**src/rtl/dsi_pkg.sv**
```systemverilog
package dsi_pkg;

   localparam int CMD_W   = 4;
   localparam int RANGE_W = 3;
   localparam logic [RANGE_W-1:0] RANGE_AT_CLEAR = 3'd0;

   typedef enum logic [CMD_W-1:0] {
      OP_STAGE     = 4'h0,
      OP_PROMOTE   = 4'h1,
      OP_LOAD_BOTH = 4'h2,
      OP_RNG_FIRST = 4'h4,
      OP_RNG_LAST  = 4'h9,
      OP_READBACK  = 4'hE,
      OP_IDLE      = 4'hF
   } dsi_op_e;

   typedef struct packed {
      logic               stage_wr;    // input buffer <= data word
      logic               out_wr;      // DAC buffer <= data word
      logic               promote;     // DAC buffer <= input buffer
      logic               range_wr;    // range <= range_val
      logic [RANGE_W-1:0] range_val;
      logic               readback;    // shift register <= status
   } dsi_act_t;

endpackage

```
**src/rtl/dsi_sync.sv**
```systemverilog
module dsi_sync #(
   parameter int               WIDTH     = 1,
   parameter int               STAGES    = 2,
   parameter logic [WIDTH-1:0] RESET_VAL = '0
) (
   input  logic             clk,
   input  logic             clr_n,
   input  logic [WIDTH-1:0] d,
   output logic [WIDTH-1:0] q
);

   generate
      if (STAGES < 0 || STAGES > 4) begin : g_bad
         $error("dsi_sync: STAGES must be 0..4");
      end
      if (STAGES == 0) begin : g_pass
         assign q = d;
      end else begin : g_chain
         logic [STAGES-1:0][WIDTH-1:0] pipe;
         always_ff @(posedge clk or negedge clr_n) begin
            if (!clr_n) begin
               for (int i = 0; i < STAGES; i++) pipe[i] <= RESET_VAL;
            end else begin
               pipe[0] <= d;
               for (int i = 1; i < STAGES; i++) pipe[i] <= pipe[i-1];
            end
         end
         assign q = pipe[STAGES-1];
      end
   endgenerate

endmodule

```
**src/rtl/dsi_decode.sv**
```systemverilog
module dsi_decode
   import dsi_pkg::*;
(
   input  logic             strobe,
   input  logic [CMD_W-1:0] cmd,
   output dsi_act_t         act
);

   logic [CMD_W-1:0] rng_ofs;
   assign rng_ofs = cmd - CMD_W'(OP_RNG_FIRST);

   always_comb begin
      act = '0;
      if (strobe) begin
         if (cmd == OP_STAGE) begin
            act.stage_wr = 1'b1;
         end else if (cmd == OP_PROMOTE) begin
            act.promote = 1'b1;
         end else if (cmd == OP_LOAD_BOTH) begin
            act.stage_wr = 1'b1;
            act.out_wr   = 1'b1;
         end else if (cmd >= OP_RNG_FIRST && cmd <= OP_RNG_LAST) begin
            act.stage_wr  = 1'b1;
            act.out_wr    = 1'b1;
            act.range_wr  = 1'b1;
            act.range_val = rng_ofs[RANGE_W-1:0];
         end else if (cmd == OP_READBACK) begin
            act.readback = 1'b1;
         end
      end
   end

endmodule

```
**src/rtl/dsi_shifter.sv**
```systemverilog
module dsi_shifter #(
   parameter int FRAME_W = 20
) (
   input  logic               clk,
   input  logic               clr_n,
   input  logic               shift_en,
   input  logic               bit_in,
   input  logic               load_en,
   input  logic [FRAME_W-1:0] load_word,
   output logic [FRAME_W-1:0] sreg,
   output logic               sdo
);

   always_ff @(posedge clk or negedge clr_n) begin
      if (!clr_n)        sreg <= '0;
      else if (load_en)  sreg <= load_word;
      else if (shift_en) sreg <= {sreg[FRAME_W-2:0], bit_in};
   end

   assign sdo = sreg[FRAME_W-1];

   assert_sdo_follows_R2: assert property (@(posedge clk) disable iff (!clr_n)
      (shift_en && !load_en) |=> sdo == $past(sreg[FRAME_W-2]));

   assert_idle_hold_R1: assert property (@(posedge clk) disable iff (!clr_n)
      (!shift_en && !load_en) |=> $stable(sreg));

endmodule

```
**src/rtl/dsi_regs.sv**
```systemverilog
module dsi_regs
   import dsi_pkg::*;
#(
   parameter int DATA_W = 16
) (
   input  logic               clk,
   input  logic               clr_n,
   input  dsi_act_t           act,
   input  logic [DATA_W-1:0]  data_in,
   output logic [DATA_W-1:0]  out_word,
   output logic [RANGE_W-1:0] range_q
);

   logic [DATA_W-1:0] stage_q;

   always_ff @(posedge clk or negedge clr_n) begin
      if (!clr_n) begin
         stage_q  <= '0;
         out_word <= '0;
         range_q  <= RANGE_AT_CLEAR;
      end else begin
         if (act.stage_wr) stage_q <= data_in;
         if (act.out_wr)       out_word <= data_in;
         else if (act.promote) out_word <= stage_q;
         if (act.range_wr) range_q <= act.range_val;
      end
   end

   assert_promote_copies_R6: assert property (@(posedge clk) disable iff (!clr_n)
      (act.promote && !act.out_wr) |=> out_word == $past(stage_q));

   assert_stage_only_R5: assert property (@(posedge clk) disable iff (!clr_n)
      (act.stage_wr && !act.out_wr && !act.promote) |=> $stable(out_word));

   assert_both_loaded_R7: assert property (@(posedge clk) disable iff (!clr_n)
      (act.stage_wr && act.out_wr) |=> (out_word == $past(data_in)) && (stage_q == $past(data_in)));

endmodule

```
**src/rtl/dac_serial_if.sv**
```systemverilog
module dac_serial_if
   import dsi_pkg::*;
#(
   parameter int DATA_W      = 16,
   parameter int SYNC_STAGES = 2
) (
   input  logic               clk,
   input  logic               clr_n,
   input  logic               sck,
   input  logic               sdi,
   input  logic               cs_n,
   output logic               sdo,
   output logic [DATA_W-1:0]  dac_word,
   output logic [RANGE_W-1:0] range_code
);

   localparam int FRAME_W = CMD_W + DATA_W;
   localparam int PAD_W   = FRAME_W - RANGE_W - DATA_W;

   generate
      if (DATA_W < 2 || DATA_W > 32) begin : g_bad_width
         $error("dac_serial_if: DATA_W must be 2..32");
      end
      if (PAD_W < 0) begin : g_bad_pad
         $error("dac_serial_if: status word does not fit the frame");
      end
   endgenerate

   // synchronized pins: {cs_n, sck, sdi}, select idles high
   logic [2:0] pins_s;
   logic       csn_s, sck_s, sdi_s;
   logic       csn_q, sck_q;
   logic       sck_rise, strobe, shift_en;

   dsi_sync #(.WIDTH(3), .STAGES(SYNC_STAGES), .RESET_VAL(3'b100)) u_sync (
      .clk   (clk),
      .clr_n (clr_n),
      .d     ({cs_n, sck, sdi}),
      .q     (pins_s)
   );
   assign {csn_s, sck_s, sdi_s} = pins_s;

   always_ff @(posedge clk or negedge clr_n) begin
      if (!clr_n) begin
         csn_q <= 1'b1;
         sck_q <= 1'b0;
      end else begin
         csn_q <= csn_s;
         sck_q <= sck_s;
      end
   end

   assign sck_rise = sck_s & ~sck_q;
   assign strobe   = csn_s & ~csn_q;
   assign shift_en = sck_rise & ~csn_s;   // a rise coinciding with the strobe is dropped

   logic [FRAME_W-1:0] sreg;
   logic [FRAME_W-1:0] status_word;
   logic [CMD_W-1:0]   cmd;
   dsi_act_t           act;

   assign cmd         = sreg[FRAME_W-1 -: CMD_W];
   assign status_word = {{PAD_W{1'b0}}, range_code, dac_word};

   dsi_shifter #(.FRAME_W(FRAME_W)) u_shift (
      .clk       (clk),
      .clr_n     (clr_n),
      .shift_en  (shift_en),
      .bit_in    (sdi_s),
      .load_en   (act.readback),
      .load_word (status_word),
      .sreg      (sreg),
      .sdo       (sdo)
   );

   dsi_decode u_dec (
      .strobe (strobe),
      .cmd    (cmd),
      .act    (act)
   );

   dsi_regs #(.DATA_W(DATA_W)) u_regs (
      .clk      (clk),
      .clr_n    (clr_n),
      .act      (act),
      .data_in  (sreg[DATA_W-1:0]),
      .out_word (dac_word),
      .range_q  (range_code)
   );

   assert_no_strobe_no_change_R4: assert property (@(posedge clk) disable iff (!clr_n)
      !strobe |=> $stable(dac_word) && $stable(range_code));

   assert_reserved_inert_R9: assert property (@(posedge clk) disable iff (!clr_n)
      (strobe && (cmd == 4'h3 || (cmd >= 4'hA && cmd <= 4'hD))) |=> $stable(dac_word) && $stable(range_code));

   assert_idle_inert_R10: assert property (@(posedge clk) disable iff (!clr_n)
      (strobe && cmd == 4'hF) |=> $stable(dac_word) && $stable(range_code) && $stable(sreg));

   assert_range_select_R8: assert property (@(posedge clk) disable iff (!clr_n)
      (strobe && cmd >= 4'h4 && cmd <= 4'h9) |=> range_code == 3'($past(cmd) - 4'd4));

   assert_readback_load_R11: assert property (@(posedge clk) disable iff (!clr_n)
      (strobe && cmd == 4'hE) |=> sreg == {{PAD_W{1'b0}}, $past(range_code), $past(dac_word)});

   assert_edge_at_strobe_R13: assert property (@(posedge clk) disable iff (!clr_n)
      (sck_rise && strobe && cmd != 4'hE) |=> $stable(sreg));

endmodule

```
**config.mk**
```make
export PLATFORM = sky130hd
export DESIGN_NAME = dac_serial_if
export DESIGN_NICKNAME = d
export VERILOG_FILES = /design/src/rtl/dsi_pkg.sv /design/src/rtl/dsi_sync.sv /design/src/rtl/dsi_decode.sv /design/src/rtl/dsi_shifter.sv /design/src/rtl/dsi_regs.sv /design/src/rtl/dac_serial_if.sv
export SDC_FILE = /design/constraint.sdc
export NUM_CORES = 1
export LEC_CHECK = 0
export BUFFER_PORTS_ARGS = -buffer_cell sky130_fd_sc_hd__buf_2
export CAP_MARGIN = 10
export CORE_MARGIN = 2
export CORE_UTILIZATION = 30
export DETAILED_ROUTE_END_ITERATION = 10
export HOLD_SLACK_MARGIN = 0.12
export PLACE_DENSITY = 0.59
export SYNTH_ARGS = -nofsm -noshare
export SYNTH_HDL_FRONTEND = slang
export SYNTH_SLANG_ARGS = --single-unit
```
**constraint.sdc**
```tcl
create_clock -name clk -period 1.7 [get_ports clk]
set_input_delay 0 -clock clk [delete_from_list [all_inputs] [get_ports clk]]
set_output_delay 0 -clock clk [all_outputs]
set_load 0.02 [all_outputs]
```
==> results.py, run 1 <==
metrics = {
    "setup_path": {
        "path_max_fanout": 9,
        "max_stage_delay_ns": 0.52,
        "rrSetupSlack_ns": -0.02,
        "crit_path_frequent_cell": "mux2_2",
        "critPathKind": "register to register",
        "arrival_ns": 1.93,
        "endpoint": "u_regs.out_word[0]$_DFFE_PN0P_",
        "startpoint": "csn_q$_DFF_PN1_",
        "cp_cell_sequence": "and2b_1 -> nand4_4 -> buf_12 -> mux2_2 -> mux2_2",
        "critPathLaunchType": "register",
        "crit_required_ns": 1.91,
        "worstSetupEndpointType": "register",
        "r2r-end": "u_regs.out_word[0]$_DFFE_PN0P_",
        "rr_startpoint": "csn_q$_DFF_PN1_",
        "crit_slowest_cell": "dfstp_2",
        "reg2regPathDepth": 5,
    },
    "clocking": {
        "cts_setup_buffers": 0,
        "htree_num_levels": 3,
        "clock_path_buffers": 2,
        "clk_pin_slew_worst_paths_ns": 0.07,
        "clkSinkCount": 63,
        "cts_buffers": 9,
        "clock_latency_ns": 0.33,
        "cts_root_buf": "clkbuf_8",
        "cts_tree": "done",
    },
    "drt": {
        "drc": 0,
        "drtIter0Drc": 103,
        "wire_per_inst_um": 14.7,
        "wirelength_mm": 5.38,
        "routed-via-count": 1740,
        "antenna_left": 0,
        "first_pass_iters": 4,
        "avgViaCountPerCell": 4.77,
    },
    "global_routing": {
        "grt-ovfl-total": 0,
        "grt_usage_pct": 11.9,
        "grt_first_pass_wirelength_mm": 9.25,
        "grt_max_degree": 64,
        "first_global_vias": 1844,
        "antenna_found_initial": 0,
    },
    "timing": {
        "finalMaxSlewViolations": 0,
        "rsz0062_at_grt": "true",
        "hold_viol_final": 0,
        "finalCriticalPeriod_ns": 1.72,
        "worst_slack_ns": -0.0185,
        "fin_crit_sh_pct": 101,
        "slew_headroom_pct": 77.6,
        "finalSetupViolCount": 9,
        "tightest_slew_ns": 0.337,
        "clock_skew_ns": 0.00795,
        "max_freq_ghz": 0.582,
    },
    "die": {
        "start_util_pct": 31.3,
        "die_x_um": 99.9,
        "core_sq_um": 8810,
        "num_rows": 34,
        "io_pins": 25,
        "die-area_sq_um": 9980,
        "die_h_um": 99.9,
    },
    "power_and_ir_drop": {
        "power.density_nw_per_um2": 1240,
        "p_leak_uw": 0.00174,
        "p_total_uw": 4200,
        "irDropWorstVdd_uv": 490,
    },
    "logic_synthesis": {
        "synth_top_area_cell": "dfrtp_1",
        "ys_seq_area_share_pct": 57.3,
        "synthTopCellsByArea": "dfrtp_1, mux2_2, mux2_4",
        "yosysUniqueCellTypes": 30,
        "yosys.area.top_type_share_pct": 54.4,
        "avgSynthCellArea_sq_um": 13.4,
        "ys_warn_count": 0,
        "synthCells": 206,
        "syn_nets": 211,
        "synth-seq-cells": 63,
        "synthesis.area_sq_um": 2760,
    },
    "run_status": {
        "violations": "setup timing",
        "status": "complete, but fails checks",
    },
    "placed_design": {
        "placed_area_sq_um": 3140,
        "io_buffers": 24,
        "gp_congestion": 0.796,
        "post-place-cells": 345,
        "dpl.hpwl_mm": 3.53,
    },
    "finish": {
        "nNetsFinal": 257,
        "n_fill_cell": 835,
        "final_common_cell": "dfrtp_1",
        "drive_gt1_share_pct": 47.1,
        "layout_common_cells": "dfrtp_1, nand2_1, mux2_2, buf_2, mux2_4",
        "n_antenna_cell": 0,
        "final_area_sq_um": 3390,
        "stdcell_count": 365,
        "syn2layout_area_growth_pct": 23.0,
    },
    "flow_run": {
        "cap_viol_max_count": 0,
    },
    "hold_path": {
        "min_path_type": "primary input to asynchronous set/reset pin",
    },
}
## where the power goes
group / internal (uW) / total, uW / switching, uW
combinational: 473 / 952 / 479
clock: 672 / 1250 / 578
sequential: 1780 / 2000 / 224
## worst min path at each step
stage / startpoint / end / slack (ns) / depth (start not counted)
after global routing: clr_n / u_regs.out_word[10]$_DFFE_PN0P_ / 0.21 / 3
after detailed placement: clr_n / u_regs.stage_q[9]$_DFFE_PN0P_ / 0.04 / 2
after CTS: clr_n / u_regs.out_word[6]$_DFFE_PN0P_ / 0.21 / 3
after floorplan: clr_n / sck_q$_DFF_PN0_ / -0.30 / 0
final: clr_n / u_regs.stage_q[9]$_DFFE_PN0P_ / 0.20 / 3
after global placement: clr_n / u_regs.stage_q[9]$_DFFE_PN0P_ / 0.04 / 2
## metal layers
metal  track usage [%]  wire [um]
met2              17.8       2460
met1              16.3       2640
met4              6.43        133
met5                 0          0
met3              2.44        153
## cells by family after synthesis
kind of cell,count (synthesis),share of synthesized area (%)
buf+inv,15,3.22
xor+xnor,1,0.318
compound gates,34,8.75
simple gates,44,7.71
mux,49,22.7
flops,63,57.3
## synth_stat cells (all sizes together)
library cell / n
nand4: 1
o21ai: 5
buf: 7
inv: 4
a21oi: 6
nor2b: 2
clkbuf: 4
nor2: 3
a31oi: 2
and4: 1
a221o: 1
o22a: 1
dfstp: 3
dfrtp: 60
nand2b: 1
nor3b: 1
mux2: 49
a21o: 2
a22oi: 16
and2b: 1
a41oi: 1
xor2: 1
nand2: 34
## cell type report
type | count | area [sq um] | area share, %
Tap cell | 108 | 135 | 3.98
Clock buffer | 10 | 128 | 3.76
Clock inverter | 6 | 61.3 | 1.81
Sequential cell | 63 | 1580 | 46.6
Multi-Input combinational cell | 128 | 1120 | 32.9
Inverter | 4 | 15.0 | 0.442
Timing Repair Buffer | 46 | 358 | 10.5
## sequential cells by signal, indices dropped and copies added (netlist names)
name and count:
csn_q 1, sck_q 1, u_regs.out_word 16, u_regs.range_q 3, u_regs.stage_q 16, u_shift.sreg 20
u_sync.g_chain.pipe 3, u_sync.q 3
## worst max-delay path, delay by kind of cell (launching register included)
family	cells	cell delay (ns)
buffers and inverters	1	0.15
AND/OR/NAND/NOR	2	0.34
multiplexers	2	0.59
flip-flops	1	0.52
## timing repair
item,4_1_cts,5_1_grt
hold buffers,4,0
pin swaps,0,0
endpoints found under the setup margin,21,23
resized for setup,2,4
hold endpoints to repair,66,0
## per-stage QoR
stage | TNS, ns | setup slack, ns | hold slack (ns) | util, %
global placement | 0 | 0.00913 | 0.0362 | 35.7
floorplan | -0.673 | -0.0673 | -0.296 | -
detailed placement | -0.0263 | -0.0119 | 0.0420 | 35.7
global route | -1.05 | -0.0780 | 0.212 | 38.5
CTS | -0.199 | -0.0348 | 0.208 | 38.3
finish | -0.0535 | -0.0185 | 0.197 | 38.5
Power figures use the tool's default switching activity.
==> run 2: changes to the inputs <==
--- a/config.mk
+++ b/config.mk
@@ -12,6 +12,8 @@
 export DETAILED_ROUTE_END_ITERATION = 10
 export HOLD_SLACK_MARGIN = 0.12
 export PLACE_DENSITY = 0.59
+export SLEW_MARGIN = 25
 export SYNTH_ARGS = -nofsm -noshare
 export SYNTH_HDL_FRONTEND = slang
 export SYNTH_SLANG_ARGS = --single-unit
+export TNS_END_PERCENT = 50
==> results.py, run 2 (synthesis results as in run 1) <==
metrics = {
    "placed_design": {
        "post-place-cells": 345,
        "io_buffers": 24,
        "dpl.hpwl_mm": 3.53,
        "placed_area_sq_um": 3140,
        "gp_congestion": 0.796,
    },
    "setup_path": {
        "crit_required_ns": 1.91,
        "rrSetupSlack_ns": -0.02,
        "reg2regPathDepth": 5,
        "arrival_ns": 1.93,
        "endpoint": "u_regs.out_word[0]$_DFFE_PN0P_",
        "critPathLaunchType": "register",
        "worstSetupEndpointType": "register",
        "r2r-end": "u_regs.out_word[0]$_DFFE_PN0P_",
        "critPathKind": "register to register",
        "path_max_fanout": 9,
        "rr_startpoint": "csn_q$_DFF_PN1_",
        "startpoint": "csn_q$_DFF_PN1_",
    },
    "finish": {
        "final_area_sq_um": 3390,
        "nNetsFinal": 257,
        "stdcell_count": 365,
        "n_fill_cell": 835,
        "layout_common_cells": "dfrtp_1, nand2_1, mux2_2, buf_2, mux2_4",
        "n_antenna_cell": 0,
        "final_common_cell": "dfrtp_1",
        "reg_top3": "u_shift.sreg: 20 flops, u_regs.out_word: 16 flops, u_regs.stage_q: 16 flops",
        "largest_reg_flops": 20,
        "syn2layout_area_growth_pct": 23.0,
        "drive_gt1_share_pct": 47.1,
        "regMostFlops": "u_shift.sreg",
    },
    "flow_run": {
        "cap_viol_max_count": 0,
    },
    "clocking": {
        "cts_root_buf": "clkbuf_8",
        "clock_path_buffers": 2,
        "clk_pin_slew_worst_paths_ns": 0.07,
        "clkSinkCount": 63,
        "cts_tree": "done",
        "htree_num_levels": 3,
        "cts_buffers": 9,
        "clock_latency_ns": 0.33,
    },
    "die": {
        "core_sq_um": 8810,
        "die-area_sq_um": 9980,
        "num_rows": 34,
        "io_pins": 25,
        "start_util_pct": 31.3,
        "die_x_um": 99.9,
        "die_h_um": 99.9,
    },
    "timing": {
        "tightest_slew_ns": 0.337,
        "finalMaxSlewViolations": 0,
        "finalCriticalPeriod_ns": 1.72,
        "worst_slack_ns": -0.0185,
        "fin_crit_sh_pct": 101,
        "finalSetupViolCount": 9,
        "rsz0062_at_grt": "true",
        "clock_skew_ns": 0.00795,
        "timing.hold.ws_ns": 0.197,
        "max_freq_ghz": 0.582,
        "slew_headroom_pct": 77.6,
        "hold_viol_final": 0,
    },
    "global_routing": {
        "first_global_vias": 1844,
        "grt_max_degree": 64,
        "antenna_found_initial": 0,
        "met2_usage_pct": 17.8,
        "use_met3_pct": 2.44,
        "met1_usage_pct": 16.3,
        "grt_first_pass_wirelength_mm": 9.25,
        "top_usage_layer": "met2",
        "grt_usage_pct": 11.9,
        "grt-ovfl-total": 0,
    },
    "power_and_ir_drop": {
        "p_seq_share_pct": 47.6,
        "p_switching_uw": 1280,
        "p_int_uw": 2920,
        "p_comb_share_pct": 22.6,
        "irDropWorstVdd_uv": 490,
        "power.density_nw_per_um2": 1240,
        "p_leak_uw": 0.00174,
        "p_sw_share_pct": 30.5,
        "p_clk_share_pct": 29.7,
        "p_total_uw": 4200,
    },
    "drt": {
        "wirelength_mm": 5.38,
        "avgViaCountPerCell": 4.77,
        "first_pass_iters": 4,
        "drtIter0Drc": 103,
        "drc": 0,
        "wire_per_inst_um": 14.7,
        "antenna_left": 0,
        "routed-via-count": 1740,
    },
    "hold_path": {
        "min_path_type": "primary input to asynchronous set/reset pin",
    },
    "run_status": {
        "violations": "setup timing",
        "status": "complete, but fails checks",
    },
}
[run 2: final cells by class]
type	count	area (sq um)	area share [%]
sequential	63	1580	46.6
multi-input combinational	128	1120	32.9
timing repair buffer	46	358	10.5
tap	108	135	3.98
clock buffer	10	128	3.76
clock inverter	6	61.3	1.81
inverter	4	15.0	0.442
[run 2: layer usage]
layer / vias to the layer above / wire length (um)
met3: 10 / 153
met5: - / 0
met2: 30 / 2460
met1: 879 / 2640
li1: 821 / -
met4: 0 / 133
[run 2: through the flow]
stage	setup TNS [ns]	setup slack (ns)	util, %
detailed placement	-0.0263	-0.0119	35.7
CTS	-0.199	-0.0348	38.3
floorplan	-0.673	-0.0673	-
global route	-1.05	-0.0780	38.5
finish	-0.0535	-0.0185	38.5
global placement	0	0.00913	35.7
[run 2: worst max-delay path, stage by stage, from the launching register on]
cell	delay (ns)
dfstp_2	0.52
and2b_1	0.21
nand4_4	0.13
buf_12	0.15
mux2_2	0.33
mux2_2	0.26
[run 2: worst min path at each step]
stage | start | to | slack, ns | cells after the start
2_1_floorplan | clr_n | sck_q$_DFF_PN0_ | -0.30 | 0
3_3_place_gp | clr_n | u_regs.stage_q[9]$_DFFE_PN0P_ | 0.04 | 2
3_5_place_dp | clr_n | u_regs.stage_q[9]$_DFFE_PN0P_ | 0.04 | 2
4_1_cts | clr_n | u_regs.out_word[6]$_DFFE_PN0P_ | 0.21 | 3
5_1_grt | clr_n | u_regs.out_word[10]$_DFFE_PN0P_ | 0.21 | 3
6_report | clr_n | u_regs.stage_q[9]$_DFFE_PN0P_ | 0.20 | 3
[run 2: power groups by stage]
stage,clock network [uW],registers (uW),logic [uW]
floorplan,0,2110,522
global placement,0,2030,930
detailed placement,0,2030,957
CTS,1300,2000,967
global route,1370,2050,1030
finish,1250,2000,952
[run 2: what timing repair did]
item / CTS / global route
endpoints found under the hold margin: 66 / 0
resized for setup: 2 / 4
hold buffers: 4 / 0
buffers inserted: 0 / 0
setup endpoints to repair: 21 / 23
